**src/rtl/i2cp_pkg.sv**
```systemverilog
package i2cp_pkg;

  typedef enum logic [2:0] {
    OP_START   = 3'd1,
    OP_RESTART = 3'd2,
    OP_STOP    = 3'd3,
    OP_ADDR    = 3'd4,
    OP_WRITE   = 3'd5,
    OP_READ    = 3'd6
  } i2cOp_e;

  // header word 2 flag positions
  localparam int F_HS    = 22;
  localparam int F_CNAK  = 21;
  localparam int F_SBYTE = 20;
  localparam int F_RD    = 19;
  localparam int F_TEN   = 18;
  localparam int F_IE    = 17;
  localparam int F_RSTRT = 16;
  localparam int F_CONT  = 15;

  typedef struct packed {
    logic       hs;
    logic       contNak;
    logic       sByte;
    logic       rd;
    logic       ten;
    logic       ie;
    logic       rstrt;
    logic       cont;
    logic [9:0] addr;
  } hdrFlags_t;

  // control -> datapath strobes
  typedef struct packed {
    logic loadLen;
    logic loadFlags;
    logic loadWord;
    logic advTx;
    logic capRx;
    logic clear;
  } dpStrobe_t;

endpackage

```
**src/rtl/i2cp_dp.sv**
```systemverilog
module i2cp_dp
  import i2cp_pkg::*;
#(
  parameter int DATA_W = 32,
  parameter int LEN_W  = 12
) (
  input  logic              clk,
  input  logic              rstN,
  input  dpStrobe_t         str,
  input  logic [DATA_W-1:0] txWord,
  input  logic [7:0]        rdData,
  output hdrFlags_t         flags,
  output logic              isLast,
  output logic              wordValid,
  output logic [7:0]        txByte,
  output logic [DATA_W-1:0] rxWord,
  output logic              rxPush
);
  localparam int BYTES  = DATA_W / 8;
  localparam int LANE_W = (BYTES > 1) ? $clog2(BYTES) : 1;
  localparam logic [LANE_W-1:0] LAST_LANE = LANE_W'(BYTES - 1);

  logic [LEN_W-1:0]  lenLeft;
  logic [DATA_W-1:0] txWordR;
  logic [DATA_W-1:0] rxAcc;
  logic [DATA_W-1:0] rxAccNext;
  logic [LANE_W-1:0] lane;
  logic              laneEnd;

  assign isLast  = (lenLeft == '0);
  assign laneEnd = (lane == LAST_LANE);
  assign txByte  = txWordR[{lane, 3'b000} +: 8];

  // drop the received byte into its lane
  for (genvar g = 0; g < BYTES; g++) begin : gLane
    assign rxAccNext[8*g +: 8] = (lane == LANE_W'(g)) ? rdData : rxAcc[8*g +: 8];
  end

  always_ff @(posedge clk) begin
    if (!rstN) begin
      lenLeft   <= '0;
      txWordR   <= '0;
      rxAcc     <= '0;
      lane      <= '0;
      wordValid <= 1'b0;
      flags     <= '0;
      rxWord    <= '0;
      rxPush    <= 1'b0;
    end else begin
      rxPush <= 1'b0;
      if (str.clear || str.loadLen) begin
        wordValid <= 1'b0;
        lane      <= '0;
        rxAcc     <= '0;
      end
      if (str.loadLen) lenLeft <= txWord[LEN_W-1:0];
      if (str.loadFlags) begin
        flags.hs      <= txWord[F_HS];
        flags.contNak <= txWord[F_CNAK];
        flags.sByte   <= txWord[F_SBYTE];
        flags.rd      <= txWord[F_RD];
        flags.ten     <= txWord[F_TEN];
        flags.ie      <= txWord[F_IE];
        flags.rstrt   <= txWord[F_RSTRT];
        flags.cont    <= txWord[F_CONT];
        flags.addr    <= txWord[9:0];
      end
      if (str.loadWord) begin
        txWordR   <= txWord;
        wordValid <= 1'b1;
      end
      if (str.advTx) begin
        if (isLast || laneEnd) begin
          wordValid <= 1'b0;
          lane      <= '0;
        end else begin
          lane <= lane + 1'b1;
        end
        if (!isLast) lenLeft <= lenLeft - 1'b1;
      end
      if (str.capRx) begin
        if (isLast || laneEnd) begin
          rxWord <= rxAccNext;
          rxPush <= 1'b1;
          rxAcc  <= '0;
          lane   <= '0;
        end else begin
          rxAcc <= rxAccNext;
          lane  <= lane + 1'b1;
        end
        if (!isLast) lenLeft <= lenLeft - 1'b1;
      end
    end
  end


  rx_only_read_chk: assert property (@(posedge clk) disable iff (!rstN)
    rxPush |-> flags.rd);

endmodule

```
**src/rtl/i2cp_ctrl.sv**
```systemverilog
module i2cp_ctrl
  import i2cp_pkg::*;
(
  input  logic      clk,
  input  logic      rstN,
  input  logic      txValid,
  output logic      txPop,
  output logic      cmdValid,
  output logic [2:0] cmdOp,
  output logic [7:0] cmdData,
  input  logic      cmdDone,
  input  logic      cmdNack,
  input  logic      cmdArbLost,
  input  hdrFlags_t flags,
  input  logic      isLast,
  input  logic      wordValid,
  input  logic [7:0] txByte,
  output dpStrobe_t str,
  output logic      pktDone,
  output logic      nackErr,
  output logic      arbErr
);
  typedef enum logic [3:0] {
    S_H0, S_H1, S_H2, S_START, S_SB, S_SBR, S_A1, S_A2,
    S_AR, S_A3, S_DATA, S_END, S_FIN, S_NSTOP
  } state_e;

  state_e state, nxt;
  i2cOp_e opSel;
  logic   setNack, setArb, nackable, accept;
  logic   unusedFlags;

  assign unusedFlags = flags.hs ^ flags.ie;
  assign cmdOp   = opSel;
  assign accept  = cmdValid && cmdDone;
  assign pktDone = (state == S_FIN);

  always_comb begin
    nxt      = state;
    str      = '0;
    txPop    = 1'b0;
    cmdValid = 1'b0;
    opSel    = OP_START;
    cmdData  = 8'h00;
    nackable = 1'b0;
    setNack  = 1'b0;
    setArb   = 1'b0;
    case (state)
      S_H0: if (txValid) begin txPop = 1'b1; nxt = S_H1; end
      S_H1: if (txValid) begin txPop = 1'b1; str.loadLen = 1'b1; nxt = S_H2; end
      S_H2: if (txValid) begin txPop = 1'b1; str.loadFlags = 1'b1; nxt = S_START; end
      S_START: begin
        cmdValid = 1'b1;
        if (cmdDone) nxt = flags.sByte ? S_SB : S_A1;
      end
      S_SB: begin
        cmdValid = 1'b1; opSel = OP_ADDR; cmdData = 8'h01;
        if (cmdDone) nxt = S_SBR;
      end
      S_SBR: begin
        cmdValid = 1'b1; opSel = OP_RESTART;
        if (cmdDone) nxt = S_A1;
      end
      S_A1: begin
        cmdValid = 1'b1; opSel = OP_ADDR; nackable = 1'b1;
        cmdData  = flags.ten ? {5'b11110, flags.addr[9:8], 1'b0}
                             : {flags.addr[7:1], flags.rd};
        if (cmdDone) nxt = flags.ten ? S_A2 : S_DATA;
      end
      S_A2: begin
        cmdValid = 1'b1; opSel = OP_ADDR; nackable = 1'b1;
        cmdData  = flags.addr[7:0];
        if (cmdDone) nxt = flags.rd ? S_AR : S_DATA;
      end
      S_AR: begin
        cmdValid = 1'b1; opSel = OP_RESTART;
        if (cmdDone) nxt = S_A3;
      end
      S_A3: begin
        cmdValid = 1'b1; opSel = OP_ADDR; nackable = 1'b1;
        cmdData  = {5'b11110, flags.addr[9:8], 1'b1};
        if (cmdDone) nxt = S_DATA;
      end
      S_DATA: begin
        if (flags.rd) begin
          cmdValid = 1'b1; opSel = OP_READ; cmdData = {7'b0, isLast};
          if (cmdDone) begin
            str.capRx = 1'b1;
            if (isLast) nxt = S_END;
          end
        end else if (!wordValid) begin
          if (txValid) begin txPop = 1'b1; str.loadWord = 1'b1; end
        end else begin
          cmdValid = 1'b1; opSel = OP_WRITE; cmdData = txByte; nackable = 1'b1;
          if (cmdDone) begin
            str.advTx = 1'b1;
            if (isLast) nxt = S_END;
          end
        end
      end
      S_END: begin
        if (flags.cont) nxt = S_FIN;
        else begin
          cmdValid = 1'b1;
          opSel    = flags.rstrt ? OP_RESTART : OP_STOP;
          if (cmdDone) nxt = S_FIN;
        end
      end
      S_FIN: nxt = S_H0;
      S_NSTOP: begin
        cmdValid = 1'b1; opSel = OP_STOP;
        if (cmdDone) nxt = S_H0;
      end
      default: nxt = S_H0;
    endcase
    // abort handling overrides the normal path
    if (accept && cmdArbLost) begin
      setArb    = 1'b1;
      nxt       = S_H0;
      str.clear = 1'b1;
      str.capRx = 1'b0;
      str.advTx = 1'b0;
    end else if (accept && cmdNack && nackable && !flags.contNak) begin
      setNack   = 1'b1;
      nxt       = S_NSTOP;
      str.clear = 1'b1;
      str.advTx = 1'b0;
    end
  end

  always_ff @(posedge clk) begin
    if (!rstN) begin
      state   <= S_H0;
      nackErr <= 1'b0;
      arbErr  <= 1'b0;
    end else begin
      state   <= nxt;
      nackErr <= setNack;
      arbErr  <= setArb;
    end
  end


  cmd_hold_chk: assert property (@(posedge clk) disable iff (!rstN)
    (cmdValid && !cmdDone) |=> (cmdValid && $stable(cmdOp) && $stable(cmdData)));

  pop_valid_chk: assert property (@(posedge clk) disable iff (!rstN)
    txPop |-> txValid);

  rd_no_pop_chk: assert property (@(posedge clk) disable iff (!rstN)
    (state == S_DATA && flags.rd) |-> !txPop);

  nack_stop_chk: assert property (@(posedge clk) disable iff (!rstN)
    nackErr |-> (cmdValid && cmdOp == OP_STOP));

  done_pulse_chk: assert property (@(posedge clk) disable iff (!rstN)
    pktDone |=> !pktDone);

  err_excl_chk: assert property (@(posedge clk) disable iff (!rstN)
    !(pktDone && (nackErr || arbErr)));

endmodule

```
**src/rtl/i2c_pkt_parser.sv**
```systemverilog
module i2c_pkt_parser
  import i2cp_pkg::*;
#(
  parameter int DATA_W = 32,
  parameter int LEN_W  = 12
) (
  input  logic              clk,
  input  logic              rstN,
  input  logic [DATA_W-1:0] txWord,
  input  logic              txValid,
  output logic              txPop,
  output logic              cmdValid,
  output logic [2:0]        cmdOp,
  output logic [7:0]        cmdData,
  input  logic              cmdDone,
  input  logic              cmdNack,
  input  logic              cmdArbLost,
  input  logic [7:0]        cmdRdData,
  output logic [DATA_W-1:0] rxWord,
  output logic              rxPush,
  output logic              pktDone,
  output logic              doneIrq,
  output logic              nackErr,
  output logic              arbErr,
  output logic              hsMode
);
  dpStrobe_t str;
  hdrFlags_t flags;
  logic      isLast, wordValid;
  logic [7:0] txByte;

  i2cp_ctrl uCtrl (
    .clk(clk), .rstN(rstN), .txValid(txValid), .txPop(txPop),
    .cmdValid(cmdValid), .cmdOp(cmdOp), .cmdData(cmdData),
    .cmdDone(cmdDone), .cmdNack(cmdNack), .cmdArbLost(cmdArbLost),
    .flags(flags), .isLast(isLast), .wordValid(wordValid), .txByte(txByte),
    .str(str), .pktDone(pktDone), .nackErr(nackErr), .arbErr(arbErr)
  );

  i2cp_dp #(.DATA_W(DATA_W), .LEN_W(LEN_W)) uDp (
    .clk(clk), .rstN(rstN), .str(str), .txWord(txWord), .rdData(cmdRdData),
    .flags(flags), .isLast(isLast), .wordValid(wordValid), .txByte(txByte),
    .rxWord(rxWord), .rxPush(rxPush)
  );

  assign doneIrq = pktDone && flags.ie;
  assign hsMode  = flags.hs;

endmodule

```
**config.mk**
```make
export PLATFORM = sky130hd
export DESIGN_NAME = i2c_pkt_parser
export DESIGN_NICKNAME = d
export VERILOG_FILES = /design/src/rtl/i2cp_pkg.sv /design/src/rtl/i2cp_dp.sv /design/src/rtl/i2cp_ctrl.sv /design/src/rtl/i2c_pkt_parser.sv
export SDC_FILE = /design/constraint.sdc
export NUM_CORES = 1
export LEC_CHECK = 0
export ABC_AREA = 1
export BUFFER_PORTS_ARGS = -buffer_cell sky130_fd_sc_hd__buf_2
export CAP_MARGIN = 20
export CELL_PAD_IN_SITES_DETAIL_PLACEMENT = 1
export CELL_PAD_IN_SITES_GLOBAL_PLACEMENT = 2
export CORE_MARGIN = 2
export CORE_UTILIZATION = 35
export DETAILED_ROUTE_END_ITERATION = 8
export PLACE_DENSITY_LB_ADDON = 0.1
export SLEW_MARGIN = 20
export SYNTH_ARGS = -nofsm -noshare
export SYNTH_HDL_FRONTEND = slang
export SYNTH_SLANG_ARGS = --single-unit
export TNS_END_PERCENT = 10
```
**constraint.sdc**
```tcl
create_clock -name clk -period 3.4 [get_ports clk]
set_input_delay 0.34 -clock clk [delete_from_list [all_inputs] [get_ports clk]]
set_output_delay 0.34 -clock clk [all_outputs]
set_load 0.05 [all_outputs]
```
==> results of run 1 <==
-- critical path, stage by stage, from the launching register on --
cell       delay, ns
dfxtp_1         0.32
inv_1           0.09
ha_1            0.20
nand2_1         0.13
nor2_1          0.24
nand2_1         0.13
nor3_1          0.26
inv_1           0.12
o2111ai_1       0.23
buf_2           0.31
-- how the worst min path moves through the flow --
stage	start	to	slack [ns]	cells after the start
floorplan	uDp.rxAcc[24]	uDp.rxAcc[24]	0.42	2
global placement	uDp.rxAcc[26]	uDp.rxAcc[26]	0.43	2
detailed placement	uDp.rxAcc[24]	uDp.rxAcc[24]	0.43	2
CTS	txWord[22]	uDp.flags[17]	0.18	3
global route	txWord[12]	uDp.txWordR[12]	0.19	3
finish	txWord[22]	uDp.flags[17]	0.19	3
-- sequential cells by signal, indices dropped and copies added, names as in the netlist --
signal,flops
uDp.rxWord,32
uCtrl.arbErr,1
uDp.flags,18
uDp.lane,2
uDp.wordValid,1
uCtrl.state,4
uDp.txWordR,32
uDp.rxPush,1
uDp.rxAcc,32
uCtrl.nackErr,1
uDp.lenLeft,12
-- layout by cell type, fill, tap and decap left out, types with 6 or more instances in the layout --
| cell | netlist | layout |
|---|---|---|
| a21oi_1 | 144 | 144 |
| buf_2 | 5 | 96 |
| buf_4 | 5 | 13 |
| clkbuf_16 | 0 | 17 |
| dfxtp_1 | 136 | 136 |
| inv_1 | 83 | 82 |
| mux2_2 | 28 | 28 |
| nand2_1 | 156 | 156 |
| nand2_2 | 6 | 6 |
| nand3_1 | 53 | 52 |
| nand3b_1 | 6 | 6 |
| nand4_1 | 7 | 7 |
| nor2_1 | 66 | 66 |
| nor3_1 | 14 | 14 |
| o21ai_0 | 85 | 85 |
-- routing by layer --
| metal | part of all wire (%) | wire [um] | vias up |
|---|---|---|---|
| met5 | 0 | 0 | - |
| met1 | 50 | 10100 | 2971 |
| li1 | - | - | 3084 |
| met3 | 2.8 | 572 | 14 |
| met2 | 46 | 9280 | 95 |
| met4 | 0.93 | 187 | 0 |
-- kinds of logic after synthesis --
family	synth area share [%]
and+or+nand+nor	22.3
adders and majority gates	0.965
muxes	4.87
AOI/OAI and AO/OA	19.5
buffers and inverters	9.11
DFF	42.0
xor gates and xnor gates	1.22
-- power breakdown --
part / internal (mW) / switching, mW
Combinational: 0.417 / 1.10
Clock: 1.26 / 0.730
Sequential: 1.69 / 0.0843
Total: 3.36 / 1.91
-- stage by stage --
step           area (um2)  instances  power (mW)  hold WS [ns]  setup slack (ns)
6_report             7730       1203        5.27         0.190             0.600
5_1_grt              7730       1203        5.56         0.190             0.293
4_1_cts              7730       1203        5.32         0.182             0.515
3_5_place_dp         7090       1171        3.32         0.434             0.974
3_3_place_gp         7090       1171        3.30         0.428              1.01
2_1_floorplan        6480        887        2.90         0.418             0.786
-- layout make-up --
class | instances | share of cell area (%)
Multi-Input combinational cell | 609 | 41.0
Timing Repair Buffer | 109 | 7.48
Clock buffer | 19 | 5.73
Inverter | 88 | 4.31
Sequential cell | 136 | 35.2
Clock inverter | 13 | 2.49
Tap cell | 229 | 3.71
==> results.sh, run 1 <==
export IMPL_yosysMostFrequentCell="nand2_1"
export IMPL_wl_per_cell_um=16.8
export IMPL_grt_pass1_wl_um=32700
export IMPL_antenna_cells=0
export IMPL_io_pins=97
export IMPL_arrival_ns=2.46
export IMPL_synth_ff_type="dfxtp_1"
export IMPL_vias=6164
export IMPL_crit_fanout=3
export IMPL_setup_viol=0
export IMPL_area_growth_pct=19.3
export IMPL_critPathLaunchType="register"
export IMPL_drt_pre_antenna_iters=9
export IMPL_die_x_um=140
export IMPL_vias_per_cell=5.12
export IMPL_cts_resized=0
export IMPL_use_met3_pct=4.24
export IMPL_regArea_um2=2720
export IMPL_finalCoreUtilization_pct=42.7
export IMPL_place_gp_congestion=0.850
export IMPL_synth_nets=938
export IMPL_antenna_found_initial=0
export IMPL_hold_buffers=0
export IMPL_grt_max_degree=66
export IMPL_use_met1_pct=28.9
export IMPL_grt_overflow_total=0
export IMPL_powerDensity_nw_per_um2=683
export IMPL_critPathCaptureType="output pin"
export IMPL_drive_above_1_share_pct=20.1
export IMPL_synth_common_cells="nand2_1 (156), a21oi_1 (144), dfxtp_1 (136), o21ai_0 (85), inv_1 (83)"
export IMPL_crit_start="uDp.lenLeft[0]"
export IMPL_post_route_period_util_pct=82.3
export IMPL_synth_seq_cells=136
export IMPL_drtIter0Drc=295
export IMPL_synthArstFlopShare_pct=0
export IMPL_grtUsageMet2_pct=33.8
export IMPL_crit_required_ns=3.06
export IMPL_maxSlewViolCount=0
export IMPL_violations="DRC"
export IMPL_gr_max_usage_layer="met2"
export IMPL_crit_path_end="cmdData[0]"
export IMPL_clockRootBuffer="clkbuf_16"
export IMPL_tightest_slew_ns=0.945
export IMPL_maxCapViolations=0
export IMPL_yosysTopAreaCellShare_pct=42.0
export IMPL_row_count=49
export IMPL_synth_area_leaders="dfxtp_1 (42%), a21oi_1 (11%), nand2_1 (9.0%)"
export IMPL_clock_skew_ns=0.0105
export IMPL_synth_area_leader_cell="dfxtp_1"
export IMPL_postSynthCellCount=887
export IMPL_seq_area_frac_synth_pct=42.0
export IMPL_grt_pass1_vias=6194
export IMPL_rsz0062_at_grt="no"
export IMPL_port_buffers=96
export IMPL_clk_pin_slew_ns=0.06
export IMPL_rr_worst_depth=10
export IMPL_fp_dieH_um=140
export IMPL_postCtsSetupBuffers=0
export IMPL_final_fill_count=2268
export IMPL_cts_buffer_depth=2
export IMPL_drc=9
export IMPL_multiInputGateArea_um2=3170
export IMPL_fin_setup_tns_ns=0
export IMPL_worstSetupPathType="register to output pin"
export IMPL_hold_class="input pin to register"
export IMPL_num_nets_final=1012
export IMPL_clk_latency_ns=0.42
export IMPL_synth_edf_count=0
export IMPL_cts_max_level=4
export IMPL_final_antenna_net_count=0
export IMPL_cts_tree="yes"
export IMPL_regToRegStartpoint="uDp.lenLeft[0]"
export IMPL_ir_worst_vdd_v=0.000393
export IMPL_rr_endpoint="uDp.rxWord[6]"
export IMPL_initial_core_util_pct=35.8
export IMPL_max_clock_freq_ghz=0.357
export IMPL_leakagePower_nw=3.12
export IMPL_track_usage_pct=20.9
export IMPL_cts_buffers=17
export IMPL_ys_warn_count=0
export IMPL_avgSynthCellArea_um2=7.31
export IMPL_core_area_um2=18100
export IMPL_maxSlewHeadroom_pct=36.9
export IMPL_dp_hpwl_um=14600
export IMPL_wl_um=20200
export IMPL_finalCriticalPeriod_ns=2.80
export IMPL_hold_viol_final=0
export IMPL_cts_sinks=136
export IMPL_synth_cell_types=38
export IMPL_outcome="finished with violations"
export IMPL_die_area_um2=19600
export IMPL_netlist_area_um2=6480
export IMPL_r2r_setup_slack_ns=1.03
No activity file was read; power rests on OpenSTA's default activity.
==> inputs of run 2 (changes only) <==
Settings changed: ABC_AREA 1 to 0, CORE_UTILIZATION 35 to 34.
Clock period 3.4 ns to 2.7 ns, I/O delays scaled along.
==> results.sh, run 2 <==
export IMPL_path_delay_family="simple AND/OR/NAND/NOR gates"
export IMPL_clk_latency_ns=0.43
export IMPL_tightest_slew_ns=0.622
export IMPL_netlist_area_um2=6200
export IMPL_use_met3_pct=4.25
export IMPL_port_buffers=96
export IMPL_yosysMostFrequentCell="nand2_1"
export IMPL_post_route_period_util_pct=94.4
export IMPL_antenna_cells=0
export IMPL_synth_area_leader_cell="dfxtp_1"
export IMPL_path_buf_inv=2
export IMPL_grt_max_degree=65
export IMPL_final_cell_mix="nand2_1 (149), dfxtp_1 (134), buf_2 (96), a21oi_1 (59), nor2_1 (52)"
export IMPL_rsz0062_at_grt="no"
export IMPL_grtUsageMet2_pct=31.0
export IMPL_drtIter0Drc=291
export IMPL_vias=5525
export IMPL_row_count=49
export IMPL_maxSlewHeadroom_pct=58.5
export IMPL_synth_common_cells="nand2_1 (149), dfxtp_1 (136), a21oi_1 (59), nor2_1 (53), clkbuf_1 (32)"
export IMPL_clock_skew_ns=0.0143
export IMPL_dp_cells=1016
export IMPL_drive_above_1_share_pct=22.7
export IMPL_synth_seq_cells=136
export IMPL_total_power_mw=5.10
export IMPL_hold_class="input pin to register"
export IMPL_vias_per_cell=5.27
export IMPL_drc=0
export IMPL_place_gp_congestion=0.854
export IMPL_num_nets_final=857
export IMPL_slowest_stage="dfxtp_1"
export IMPL_postSynthCellCount=724
export IMPL_fin_cells=1048
export IMPL_cts_tree="yes"
export IMPL_critPathLaunchType="register"
export IMPL_reg_top3="uDp.rxAcc: 32 flops, uDp.rxWord: 32 flops, uDp.txWordR: 32 flops"
export IMPL_core_area_um2=17900
export IMPL_worstSetupPathType="register to output pin"
export IMPL_ys_warn_count=0
export IMPL_die_area_um2=19300
export IMPL_hold_buffers=0
export IMPL_path_cells="inv_1 -> ha_1 -> nor3b_2 -> and4_4 -> a22oi_1 -> o21ai_0 -> buf_2"
export IMPL_postCtsSetupBuffers=0
export IMPL_final_antenna_net_count=0
export IMPL_cts_buffer_depth=2
export IMPL_wl_per_cell_um=18.3
export IMPL_grt_pass1_vias=5605
export IMPL_gr_max_usage_layer="met2"
export IMPL_cts_max_level=4
export IMPL_clockRootBuffer="clkbuf_16"
export IMPL_synth_nets=775
export IMPL_clk_pin_slew_ns=0.07
export IMPL_antenna_found_initial=0
export IMPL_die_x_um=139
export IMPL_synth_cell_types=65
export IMPL_maxSlewViolCount=0
export IMPL_fp_dieH_um=139
export IMPL_synthArstFlopShare_pct=0
export IMPL_io_pins=97
export IMPL_seq_area_frac_synth_pct=43.9
export IMPL_grt_overflow_total=0
export IMPL_initial_core_util_pct=34.6
export IMPL_powerDensity_nw_per_um2=674
export IMPL_wl_um=19200
export IMPL_avgSynthCellArea_um2=8.56
export IMPL_final_common_cell="nand2_1"
export IMPL_synth_area_leaders="dfxtp_1 (44%), nand2_1 (9.0%), a21oi_1 (4.8%)"
export IMPL_slowest_delay_ns=0.34
export IMPL_max_clock_freq_ghz=0.392
export IMPL_finalCriticalPeriod_ns=2.55
export IMPL_ir_worst_vdd_v=0.000435
export IMPL_cts_sinks=136
export IMPL_grt_pass1_wl_um=31100
export IMPL_outcome="finished, final reports clean"
export IMPL_track_usage_pct=20.3
export IMPL_critPathCaptureType="output pin"
export IMPL_setup_viol=0
export IMPL_crit_required_ns=2.43
export IMPL_use_met1_pct=29.2
export IMPL_yosysTopAreaCellShare_pct=43.9
export IMPL_drt_pre_antenna_iters=4
export IMPL_maxCapViolations=0
export IMPL_synth_edf_count=0
export IMPL_cts_buffers=17
export IMPL_crit_fanout=4
export IMPL_arrival_ns=2.28
export IMPL_dp_hpwl_um=13700
export IMPL_area_growth_pct=22.2
export IMPL_leakagePower_nw=2.79
export IMPL_synth_ff_type="dfxtp_1"
export IMPL_hold_viol_final=0
-- run 2: changes by cell type after synthesis, sizes merged, moves of 18 or more --
cell    previous run  this run
a21oi            145        59
nand3             57        16
mux2i              0        29
a22o               0        18
inv               87        21
o21ai             85        30
nor2              72        53
a211oi             1        29
mux2              28         1
-- run 2: what timing repair did --
| action | 4_1_cts | 5_1_grt |
|---|---|---|
| resized for setup | 3 | 2 |
| cloned | 0 | 0 |
| endpoints found under the hold margin | 0 | 0 |
| endpoints found under the setup margin | 4 | 7 |
-- run 2: area by class of cell --
type / count / area (um2)
repair buffers: 120 / 673
fillers: 2141 / 10300
clock buffers: 17 / 425
multi-input cells: 510 / 3150
inverters: 21 / 78.8
clock inverters: 15 / 236
flip-flops and latches: 136 / 2730
well taps: 229 / 287
-- run 2: cells by family after synthesis --
family / Yosys count / synth area share, %
buffers and inverters: 78 / 5.55
AND/OR/NAND/NOR: 280 / 21.1
AO/OA/AOI/OAI: 186 / 20.5
XOR/XNOR: 1 / 0.141
multiplexers: 38 / 7.77
flip-flops: 136 / 43.9
adder cells (fa/ha/maj): 5 / 1.01
-- run 2: worst paths after layout --
check	startpoint	endpoint	slack [ns]	depth (start not counted)
max	uDp.lenLeft[0]	cmdData[0]	0.15	7
min reg2reg	uDp.txWordR[28]	uDp.txWordR[28]	0.46	2
min	txWord[31]	uDp.txWordR[31]	0.07	3
max reg2reg	uDp.lenLeft[0]	uDp.rxAcc[29]	0.25	8
-- run 2: where the power goes --
group | internal [mW] | switching (mW) | total [mW]
Combinational | 0.140 | 0.288 | 0.428
Clock | 1.66 | 0.955 | 2.61
Sequential | 2.03 | 0.0306 | 2.06
-- run 2: tightest hold or removal path, stage by stage --
cell     delay (ns)
buf_2          0.09
nand2_1        0.04
a21oi_1        0.05
-- run 2: per-layer routing --
layer,up-vias,routed length (um)
li1,2718,-
met1,2693,9590
met2,94,8700
met3,20,640
met4,0,228
met5,-,0
-- run 2: stage by stage --
step	hold slack (ns)	cell area (um2)	utilization [%]	setup WS [ns]	setup TNS, ns
final	0.0750	7570	42.3	0.151	0
after global routing	0.0827	7570	42.3	0.0128	0
after CTS	0.0656	7570	42.3	0.0693	0
after detailed placement	0.443	6910	38.6	0.270	0
after global placement	0.440	6910	38.6	0.338	0
after floorplan	0.379	6200	-	-0.0230	-0.0230
==> inputs of run 3 (changes only) <==
Settings changed: SETUP_SLACK_MARGIN set to 0.3.
==> results.sh, run 3 (synthesis results as in run 2) <==
export IMPL_vias=5557
export IMPL_die_x_um=139
export IMPL_grt_max_degree=65
export IMPL_vias_per_cell=5.27
export IMPL_final_cell_mix="nand2_1 (149), dfxtp_1 (130), buf_2 (89), a21oi_1 (59), nor2_1 (52)"
export IMPL_dp_cells=1016
export IMPL_hold_viol_final=0
export IMPL_crit_fanout=4
export IMPL_highest_layer="met4"
export IMPL_arrival_ns=2.10
export IMPL_grt_pass1_wl_um=31100
export IMPL_place_gp_congestion=0.854
export IMPL_wl_met1_um=9520
export IMPL_maxCapViolations=0
export IMPL_setup_ws_ns=0.327
export IMPL_row_count=49
export IMPL_outcome="finished, final reports clean"
export IMPL_initial_core_util_pct=34.6
export IMPL_leakagePower_nw=2.84
export IMPL_slowest_delay_ns=0.34
export IMPL_cts_buffers=17
export IMPL_drt_pre_antenna_iters=4
export IMPL_drc=0
export IMPL_critPathLaunchType="register"
export IMPL_final_antenna_net_count=0
export IMPL_crit_required_ns=2.43
export IMPL_setup_viol=0
export IMPL_io_pins=97
export IMPL_antenna_found_initial=0
export IMPL_max_clock_freq_ghz=0.421
export IMPL_regArea_um2=2740
export IMPL_clock_skew_ns=0.0125
export IMPL_rsz0062_at_grt="yes"
export IMPL_wl_per_cell_um=18.5
export IMPL_cts_buffer_depth=2
export IMPL_grt_pass1_vias=5619
export IMPL_powerDensity_nw_per_um2=665
export IMPL_antenna_cells=0
export IMPL_dp_hpwl_um=13700
export IMPL_post_route_period_util_pct=87.9
export IMPL_ir_worst_vdd_v=0.000428
export IMPL_clockRootBuffer="clkbuf_16"
export IMPL_track_usage_pct=20.3
export IMPL_dp_worst_setup_slack_ns=0.270
export IMPL_final_fill_count=2132
export IMPL_tightest_slew_ns=0.620
export IMPL_clk_latency_ns=0.42
export IMPL_num_nets_final=864
export IMPL_fp_dieH_um=139
export IMPL_critPathCaptureType="output pin"
export IMPL_reg_top3="uDp.rxAcc: 32 flops, uDp.rxWord: 32 flops, uDp.txWordR: 32 flops"
export IMPL_hold_class="input pin to register"
export IMPL_cts_max_level=4
export IMPL_drtIter0Drc=251
export IMPL_final_common_cell="nand2_1"
export IMPL_finalCriticalPeriod_ns=2.37
export IMPL_maxSlewViolCount=0
export IMPL_core_area_um2=17900
export IMPL_cts_tree="yes"
export IMPL_area_growth_pct=24.6
export IMPL_die_area_um2=19300
export IMPL_drive_above_1_share_pct=24.5
export IMPL_grt_overflow_total=0
export IMPL_fin_cells=1055
export IMPL_slowest_stage="dfxtp_1"
export IMPL_cts_sinks=136
export IMPL_clk_pin_slew_ns=0.07
export IMPL_worstSetupPathType="register to output pin"
export IMPL_wl_met2_um=8960
export IMPL_multiInputGateArea_um2=3180
export IMPL_wl_um=19500
export IMPL_port_buffers=96
export IMPL_path_cells="inv_1 -> ha_1 -> nor3b_4 -> and4_4 -> a22oi_1 -> o21ai_1 -> buf_4"
export IMPL_wl_met3_um=891
export IMPL_maxSlewHeadroom_pct=58.7
-- run 3: cell types whose count changed in the layout (fill, tap and decap cells not counted), sizes merged --
cell	before	now
clkbuf	17	20
buf	120	124
-- run 3: final cells by class --
class                   instances  share of cell area, %
flip-flops and latches        136                   35.4
clock buffers                  17                   5.51
inverters                      21                   1.02
multi-input cells             510                   41.1
clock inverters                15                   3.06
well taps                     229                   3.71
repair buffers                127                   10.1
-- run 3: timing repair --
action / 4_1_cts / 5_1_grt
buffers inserted: 0 / 6
endpoints found under the setup margin: 19 / 51
resized for setup: 13 / 22
pin swaps: 0 / 1
hold buffers: 0 / 0
cloned: 0 / 1
-- run 3: final timing paths --
| check | slack (ns) | from | depth (start not counted) | to |
|---|---|---|---|---|
| worst min-delay path | 0.08 | txWord[31] | 3 | uDp.txWordR[31] |
| worst max-delay path | 0.33 | uDp.lenLeft[0] | 7 | cmdData[0] |
| worst max register to register | 0.38 | uDp.lenLeft[0] | 9 | uDp.lenLeft[2] |
| worst min register to register | 0.46 | uDp.txWordR[28] | 2 | uDp.txWordR[28] |
-- run 3: where the power goes --
| group | switching (mW) | internal [mW] |
|---|---|---|
| Clock | 0.951 | 1.66 |
| Sequential | 0.0299 | 2.03 |
| Combinational | 0.299 | 0.168 |
-- run 3: stage by stage --
step	hold WS, ns	power (mW)	setup TNS [ns]	area, um2	util [%]
final	0.0778	5.14	0	7720	43.1
after global routing	0.0827	5.34	0	7720	43.1
after CTS	0.0656	5.16	0	7590	42.4
after detailed placement	0.443	2.53	0	6910	38.6
after global placement	0.440	2.52	0	6910	38.6
after floorplan	0.379	2.35	-0.0230	6200	-
-- run 3: metal layers --
layer | GRT usage, % | vias up
li1 | - | 2730
met2 | 30.9 | 98
met4 | 5.37 | 0
met1 | 29.0 | 2719
met5 | 0 | -
met3 | 4.42 | 10
-- run 3: critical path: cells and delay by family, from the launching register on --
| kind | cells | cell delay (ns) |
|---|---|---|
| AOI/OAI and AO/OA | 2 | 0.26 |
| buffers and inverters | 2 | 0.34 |
| adders and majority gates | 1 | 0.23 |
| DFF | 1 | 0.34 |
| and+or+nand+nor | 2 | 0.52 |
